### config.mk
export PLATFORM = sky130hd
export DESIGN_NAME = irq_entry_unit
export DESIGN_NICKNAME = d
export VERILOG_FILES = /design/src/rtl/irq_entry_pkg.sv /design/src/rtl/irq_pend_reg.sv /design/src/rtl/irq_ctl_regs.sv /design/src/rtl/irq_entry_fsm.sv /design/src/rtl/irq_entry_unit.sv
export SDC_FILE = /design/constraint.sdc
export NUM_CORES = 1
export LEC_CHECK = 0
export ABC_AREA = 1
export BUFFER_PORTS_ARGS = -buffer_cell sky130_fd_sc_hd__buf_2
export CORE_ASPECT_RATIO = 1.4
export CORE_MARGIN = 5
export CORE_UTILIZATION = 40
export DETAILED_ROUTE_END_ITERATION = 8
export GPL_TIMING_DRIVEN = 0
export PLACE_DENSITY = 0.66
export SETUP_SLACK_MARGIN = 0.5
export SYNTH_ARGS = -nofsm -noshare
export SYNTH_HDL_FRONTEND = slang
export SYNTH_HIERARCHICAL = 1
export SYNTH_SLANG_ARGS = --single-unit
export TNS_END_PERCENT = 5
### constraint.sdc
create_clock -name clk -period 1.4 [get_ports clk]
set_input_delay 0.28 -clock clk [delete_from_list [all_inputs] [get_ports clk]]
set_output_delay 0.28 -clock clk [all_outputs]
set_load 0.01 [all_outputs]
### src/rtl/irq_entry_pkg.sv
package irq_entry_pkg;

    typedef enum logic [1:0] {
        SEL_ENABLE = 2'd0,
        SEL_MASK   = 2'd1,
        SEL_PEND   = 2'd2,
        SEL_BASE   = 2'd3
    } csr_sel_e;

    typedef enum logic [1:0] {
        ST_QUIET    = 2'd0,
        ST_ARMED    = 2'd1,
        ST_REDIRECT = 2'd2
    } entry_state_e;

endpackage

### src/rtl/irq_pend_reg.sv
module irq_pend_reg #(
    parameter int NUM_LINES = 32
) (
    input  logic                 clk,
    input  logic                 rst_n,
    input  logic [NUM_LINES-1:0] lines_i,
    input  logic                 clr_we_i,
    input  logic [NUM_LINES-1:0] clr_bits_i,
    output logic [NUM_LINES-1:0] pend_o
);
    for (genvar n = 0; n < NUM_LINES; n++) begin : g_bit
        logic bit_q;
        always_ff @(posedge clk) begin
            if (!rst_n)
                bit_q <= 1'b0;
            else if (lines_i[n])
                bit_q <= 1'b1;
            else if (clr_we_i && clr_bits_i[n])
                bit_q <= 1'b0;
        end
        assign pend_o[n] = bit_q;
    end
endmodule

### src/rtl/irq_ctl_regs.sv
module irq_ctl_regs
    import irq_entry_pkg::*;
#(
    parameter int               XLEN      = 32,
    parameter int               BASE_LSB  = 8,
    parameter logic [XLEN-1:0]  RESET_VEC = 32'h0000_8000
) (
    input  logic            clk,
    input  logic            rst_n,
    input  logic            we_i,
    input  csr_sel_e        sel_i,
    input  logic [XLEN-1:0] wdata_i,
    input  logic            take_i,
    input  logic            eret_i,
    output logic [1:0]      ie_o,
    output logic [XLEN-1:0] mask_o,
    output logic [XLEN-1:0] base_o
);
    logic [1:0]             ie_q;
    logic [XLEN-1:0]        mask_q;
    logic [XLEN-1:BASE_LSB] base_hi_q;

    always_ff @(posedge clk) begin
        if (!rst_n) begin
            ie_q <= 2'b00;
        end else if (take_i) begin
            ie_q <= 2'b10;
        end else if (eret_i) begin
            ie_q[0] <= ie_q[1];
        end else if (we_i && sel_i == SEL_ENABLE) begin
            ie_q <= wdata_i[1:0];
        end
    end

    always_ff @(posedge clk) begin
        if (!rst_n) begin
            mask_q    <= '0;
            base_hi_q <= RESET_VEC[XLEN-1:BASE_LSB];
        end else if (we_i) begin
            unique case (sel_i)
                SEL_MASK: mask_q    <= wdata_i;
                SEL_BASE: base_hi_q <= wdata_i[XLEN-1:BASE_LSB];
                default:  ;
            endcase
        end
    end

    assign ie_o   = ie_q;
    assign mask_o = mask_q;
    assign base_o = {base_hi_q, {BASE_LSB{1'b0}}};
endmodule

### src/rtl/irq_entry_fsm.sv
module irq_entry_fsm
    import irq_entry_pkg::*;
#(
    parameter int XLEN       = 32,
    parameter int NUM_LINES  = 32,
    parameter int VEC_OFFSET = 192
) (
    input  logic                 clk,
    input  logic                 rst_n,
    input  logic [NUM_LINES-1:0] lines_i,
    input  logic                 boundary_i,
    input  logic                 ie0_i,
    input  logic [NUM_LINES-1:0] mask_i,
    input  logic [NUM_LINES-1:0] pend_i,
    input  logic [XLEN-1:0]      cur_pc_i,
    input  logic [XLEN-1:0]      base_i,
    output logic                 fire_o,
    output logic                 take_o,
    output logic [XLEN-1:0]      save_pc_o,
    output logic [XLEN-1:0]      target_o
);
    entry_state_e state_q, state_d;
    logic         any_live;
    logic         cond_ok;
    logic [XLEN-1:0] save_q, target_q;

    assign any_live = |lines_i;
    assign cond_ok  = ie0_i && |(mask_i & pend_i);
    assign fire_o   = (state_q == ST_ARMED) && boundary_i && cond_ok;

    always_ff @(posedge clk) begin
        if (!rst_n) state_q <= ST_QUIET;
        else        state_q <= state_d;
    end

    always_comb begin
        state_d = state_q;
        unique case (state_q)
            ST_QUIET:    if (any_live) state_d = ST_ARMED;
            ST_ARMED: begin
                if (fire_o)                       state_d = ST_REDIRECT;
                else if (boundary_i && !any_live) state_d = ST_QUIET;
            end
            ST_REDIRECT: state_d = any_live ? ST_ARMED : ST_QUIET;
            default:     state_d = ST_QUIET;
        endcase
    end

    always_ff @(posedge clk) begin
        if (!rst_n) begin
            save_q   <= '0;
            target_q <= '0;
        end else if (fire_o) begin
            save_q   <= cur_pc_i;
            target_q <= base_i + XLEN'(VEC_OFFSET);
        end
    end

    always_comb begin
        take_o    = (state_q == ST_REDIRECT);
        save_pc_o = save_q;
        target_o  = target_q;
    end
endmodule

### src/rtl/irq_entry_unit.sv
module irq_entry_unit
    import irq_entry_pkg::*;
#(
    parameter int              XLEN       = 32,
    parameter int              NUM_LINES  = 32,
    parameter int              GPR_COUNT  = 32,
    parameter int              EPC_REG    = 30,
    parameter int              EXC_ID     = 6,
    parameter int              SLOT_BYTES = 32,
    parameter int              BASE_LSB   = 8,
    parameter logic [XLEN-1:0] RESET_VEC  = 32'h0000_8000
) (
    input  logic                     clk,
    input  logic                     rst_n,
    input  logic [NUM_LINES-1:0]     irq_lines_i,
    input  logic                     boundary_i,
    input  logic [XLEN-1:0]          cur_pc_i,
    input  logic                     eret_i,
    input  logic                     csr_we_i,
    input  logic [1:0]               csr_sel_i,
    input  logic [XLEN-1:0]          csr_wdata_i,
    output logic [XLEN-1:0]          csr_rdata_o,
    output logic                     take_o,
    output logic [$clog2(GPR_COUNT)-1:0] epc_reg_o,
    output logic [XLEN-1:0]          save_pc_o,
    output logic [XLEN-1:0]          target_pc_o
);
    localparam int GPR_AW     = $clog2(GPR_COUNT);
    localparam int VEC_OFFSET = EXC_ID * SLOT_BYTES;

    csr_sel_e        sel;
    logic [1:0]      ie_w;
    logic [XLEN-1:0] mask_w, base_w;
    logic [NUM_LINES-1:0] pend_w;
    logic            fire_w;

    assign sel = csr_sel_e'(csr_sel_i);

    irq_pend_reg #(.NUM_LINES(NUM_LINES)) i_pend (
        .clk        (clk),
        .rst_n      (rst_n),
        .lines_i    (irq_lines_i),
        .clr_we_i   (csr_we_i && sel == SEL_PEND),
        .clr_bits_i (csr_wdata_i[NUM_LINES-1:0]),
        .pend_o     (pend_w)
    );

    irq_ctl_regs #(.XLEN(XLEN), .BASE_LSB(BASE_LSB), .RESET_VEC(RESET_VEC)) i_regs (
        .clk     (clk),
        .rst_n   (rst_n),
        .we_i    (csr_we_i),
        .sel_i   (sel),
        .wdata_i (csr_wdata_i),
        .take_i  (fire_w),
        .eret_i  (eret_i),
        .ie_o    (ie_w),
        .mask_o  (mask_w),
        .base_o  (base_w)
    );

    irq_entry_fsm #(.XLEN(XLEN), .NUM_LINES(NUM_LINES), .VEC_OFFSET(VEC_OFFSET)) i_fsm (
        .clk        (clk),
        .rst_n      (rst_n),
        .lines_i    (irq_lines_i),
        .boundary_i (boundary_i),
        .ie0_i      (ie_w[0]),
        .mask_i     (mask_w[NUM_LINES-1:0]),
        .pend_i     (pend_w),
        .cur_pc_i   (cur_pc_i),
        .base_i     (base_w),
        .fire_o     (fire_w),
        .take_o     (take_o),
        .save_pc_o  (save_pc_o),
        .target_o   (target_pc_o)
    );

    always_comb begin
        unique case (sel)
            SEL_ENABLE: csr_rdata_o = {{(XLEN-2){1'b0}}, ie_w};
            SEL_MASK:   csr_rdata_o = mask_w;
            SEL_PEND:   csr_rdata_o = XLEN'(pend_w);
            SEL_BASE:   csr_rdata_o = base_w;
            default:    csr_rdata_o = '0;
        endcase
    end

    assign epc_reg_o = GPR_AW'(EPC_REG);
endmodule

==> reports/qor.yml <==
status: "finished with violations"
violations: "negative setup slack"
grt_first_pass_wirelength_um: 39100
worst_skew_pair.late_latency_ns: 0.43
io_pins: 205
grt_start_max_net_pins: 17
cts_buffers: 17
start_kind: "flop"
drive_above_1_share_pct: 35.4
cellPowerDensity_nw_per_um2: 1040
ant_nets: 0
cts_root_buf: "clkbuf_16"
max-cap-violations: 0
die_w_um: 127
drc_errors: 0
finalWorstSetupSlack_ns: -0.259
yosysSeqAreaShare_pct: 40.5
synthArstFlopShare_pct: 0
antenna_found_initial: 1
synth-main-ff-cell: "dfxtp_1"
drt_iter0_drc: 500
reg2reg_from: "i_pend/g_bit[19].bit_q$_SDFFE_PN0P_"
crit_chain: "buf_4, nand2_2, nand2_2, nor2_2, nand2_1, nor2_2, nand2_2, nand2_4, inv_6, buf_8, clkbuf_16, nor2_1, nor2_1"
holdPathStages: 3
slew_viol_final: 0
reg2reg_slack_ns: -0.26
vdd_drop_max_mv: 0.854
required_ns: 1.73
drtPass1Iterations: 5
clk_path_buf_depth: 2
grt_usage_pct: 22.3
fin_total_pwr_mw: 11.1
vias: 7954
nets: 1501
viasPerCell: 4.79
min_period_ns: 1.66
synthToLayoutAreaGrowth_pct: 37.4
netlist_instances: 1164
yosysUniqueCellTypes: 30
hold_class: "in -> reg"
dpl.hpwl_um: 19400
skew_ns: 0.00864
holdPathEnd: "i_pend/g_bit[28].bit_q$_SDFFE_PN0P_"
cp.arrival_ns: 1.98
multi_input_area_um2: 4060
post-route-period-util_pct: 118
fp.coreArea_um2: 19100
wl_per_cell_um: 15.2
routed_wl_um: 25200
cpMostUsedCell: "nand2_2"
crit_path_max_incr_delay_ns: 0.33
clock_sinks: 156
synth_edf_count: 0
crit_buf_inv: 4
register_area_um2: 3180
criticalPathCategory: "reg -> reg"
grt_pass1_vias: 7665
rsz0062_at_grt: "true"
std_cell_rows: 60
crit_slowest_cell: "dfxtp_2"
fin_tns_setup_ns: -14.65
cts_tree: "yes"
grt-ovfl-total: 0
ys_ff_latch: 156
avgSynthCellArea_um2: 6.63
synthesis.yosys.warnings: 6
fillCellCount: 1908
path_max_fanout: 7
fmax_ghz: 0.603
synth_common_cells: "nand2_1, nor2_1, dfxtp_1"
synth_top_area_share_pct: 40.5
fp.dieH_um: 174
port_buffers: 199
yosysMostFrequentCell: "nand2_1"
ctsHoldBuffers: 0
initial_core_util_pct: 40.3
setup_viol_count_final: 100
worstHoldStart: "irq_lines_i[28]"
crit_path_end_kind: "flop"
crit_family: "simple AND/OR/NAND/NOR gates"
synthTopCellsByArea: "dfxtp_1, nand2_1, nor2_1"
yosysTopAreaCell: "dfxtp_1"
h-tree-depth: 4
reg2reg_depth: 13
gp_congestion: 0.900
synth_area_um2: 7720
p_leak_nw: 5.22
clk_pin_slew_worst_paths_ns: 0.07
hold_viol_final: 0
die-area_um2: 22200
r2r-end: "i_fsm/target_o[9]$_SDFFE_PN0P_"
==> worst min-delay path, delay by kind of cell <==
family | cells | cell delay (ns)
buffers and inverters | 2 | 0.14
AOI/OAI and AO/OA | 1 | 0.05
==> routing by layer <==
metal / GRT usage, % / up-vias / routed length, um
li1: - / 4050 / -
met1: 25.3 / 3563 / 9750
met2: 39.6 / 282 / 13000
met3: 3.87 / 59 / 1450
met4: 11.4 / 0 / 1050
met5: 0 / - / 0
==> where the power goes <==
group | total [mW] | internal (mW) | leakage [nW] | switching [mW]
registers | 4.80 | 4.64 | 1.29 | 0.162
logic | 1.53 | 0.700 | 3.64 | 0.831
clock network | 4.72 | 2.68 | 0.292 | 2.04
total | 11.1 | 8.02 | 5.22 | 3.03
==> flip-flops by register name, indices dropped and copies added (netlist names) <==
| name | count |
|---|---|
| i_fsm/target_o | 32 |
| i_regs/mask_o | 32 |
| i_regs/base_hi_q | 24 |
| i_fsm/state_q | 2 |
| i_fsm/save_pc_o | 32 |
| i_pend/g_bit.bit_q | 32 |
| i_regs/ie_o | 2 |
==> area by class of cell <==
class / instances / share of cell area (%)
antenna: 1 / 0.0236
buffer: 98 / 8.10
clock buffer: 17 / 4.01
clock inverter: 15 / 1.65
inverter: 74 / 2.76
multi-input combinational: 846 / 38.3
sequential: 156 / 30.0
tap: 248 / 2.93
timing repair buffer: 204 / 12.3
==> cell families after synthesis <==
logic type	count (synthesis)	share of synthesized area [%]
and+or+nand+nor	668	34.9
buffers and inverters	172	12.5
DFF	156	40.5
AOI/OAI and AO/OA	148	9.97
xor gates and xnor gates	16	1.82
other	3	0.146
adders and majority gates	1	0.162
==> what timing repair did <==
action | CTS | global route
buffers inserted | 2 | 0
gates cloned | 2 | 1
setup endpoints to repair | 245 | 234
gates resized for setup | 164 | 107
pin swaps | 23 | 20
==> per-stage QoR <==
step                setup WS, ns  utilization [%]  std cells  hold slack, ns  instance area [um2]
floorplan                -0.0296                -       1174           0.393                 7760
global placement          -0.453             47.3       1621           0.439                 9060
detailed placement        -0.486             47.3       1621           0.452                 9060
CTS                       -0.259             53.6       1657          0.0668                10300
global route              -0.383             55.4       1659          0.0719                10600
finish                    -0.259             55.4       1659          0.0792                10600
==> worst max-delay path by stage <==
stage                                        start  cells past startpoint                         endpoint  slack, ns
2_1_floorplan   i_pend/g_bit[5].bit_q$_SDFFE_PN0P_                     13  i_fsm/save_pc_o[0]$_SDFFE_PN0P_      -0.03
3_3_place_gp    i_pend/g_bit[5].bit_q$_SDFFE_PN0P_                     14      i_regs/ie_o[1]$_SDFFE_PN0P_      -0.45
3_5_place_dp    i_pend/g_bit[5].bit_q$_SDFFE_PN0P_                     14      i_regs/ie_o[1]$_SDFFE_PN0P_      -0.49
4_1_cts        i_pend/g_bit[23].bit_q$_SDFFE_PN0P_                     13  i_fsm/target_o[10]$_SDFFE_PN0P_      -0.26
5_1_grt        i_pend/g_bit[12].bit_q$_SDFFE_PN0P_                     13  i_fsm/target_o[14]$_SDFFE_PN0P_      -0.38
6_report       i_pend/g_bit[19].bit_q$_SDFFE_PN0P_                     13   i_fsm/target_o[9]$_SDFFE_PN0P_      -0.26
==> layout by cell type, fill, tap and decap left out, types with 4 or more instances in the layout <==
master	instances
inv_6	7
o21ai_0	49
nor2_2	27
buf_2	166
dfxtp_1	110
inv_1	67
nand3_2	25
xor2_1	5
nand3b_1	5
nand2_4	13
clkbuf_1	7
nand2_1	309
nand4_1	8
a21oi_2	6
buf_8	6
conb_1	13
xnor2_1	11
o21ai_1	32
a21oi_1	59
inv_4	4
clkbuf_2	7
nor2_4	10
buf_6	63
clkinv_4	5
buf_4	44
dfxtp_2	46
nor2_1	205
nand3_1	26
clkbuf_16	18
nand2_2	34
Note: power is estimated with default switching activity, not from simulation.
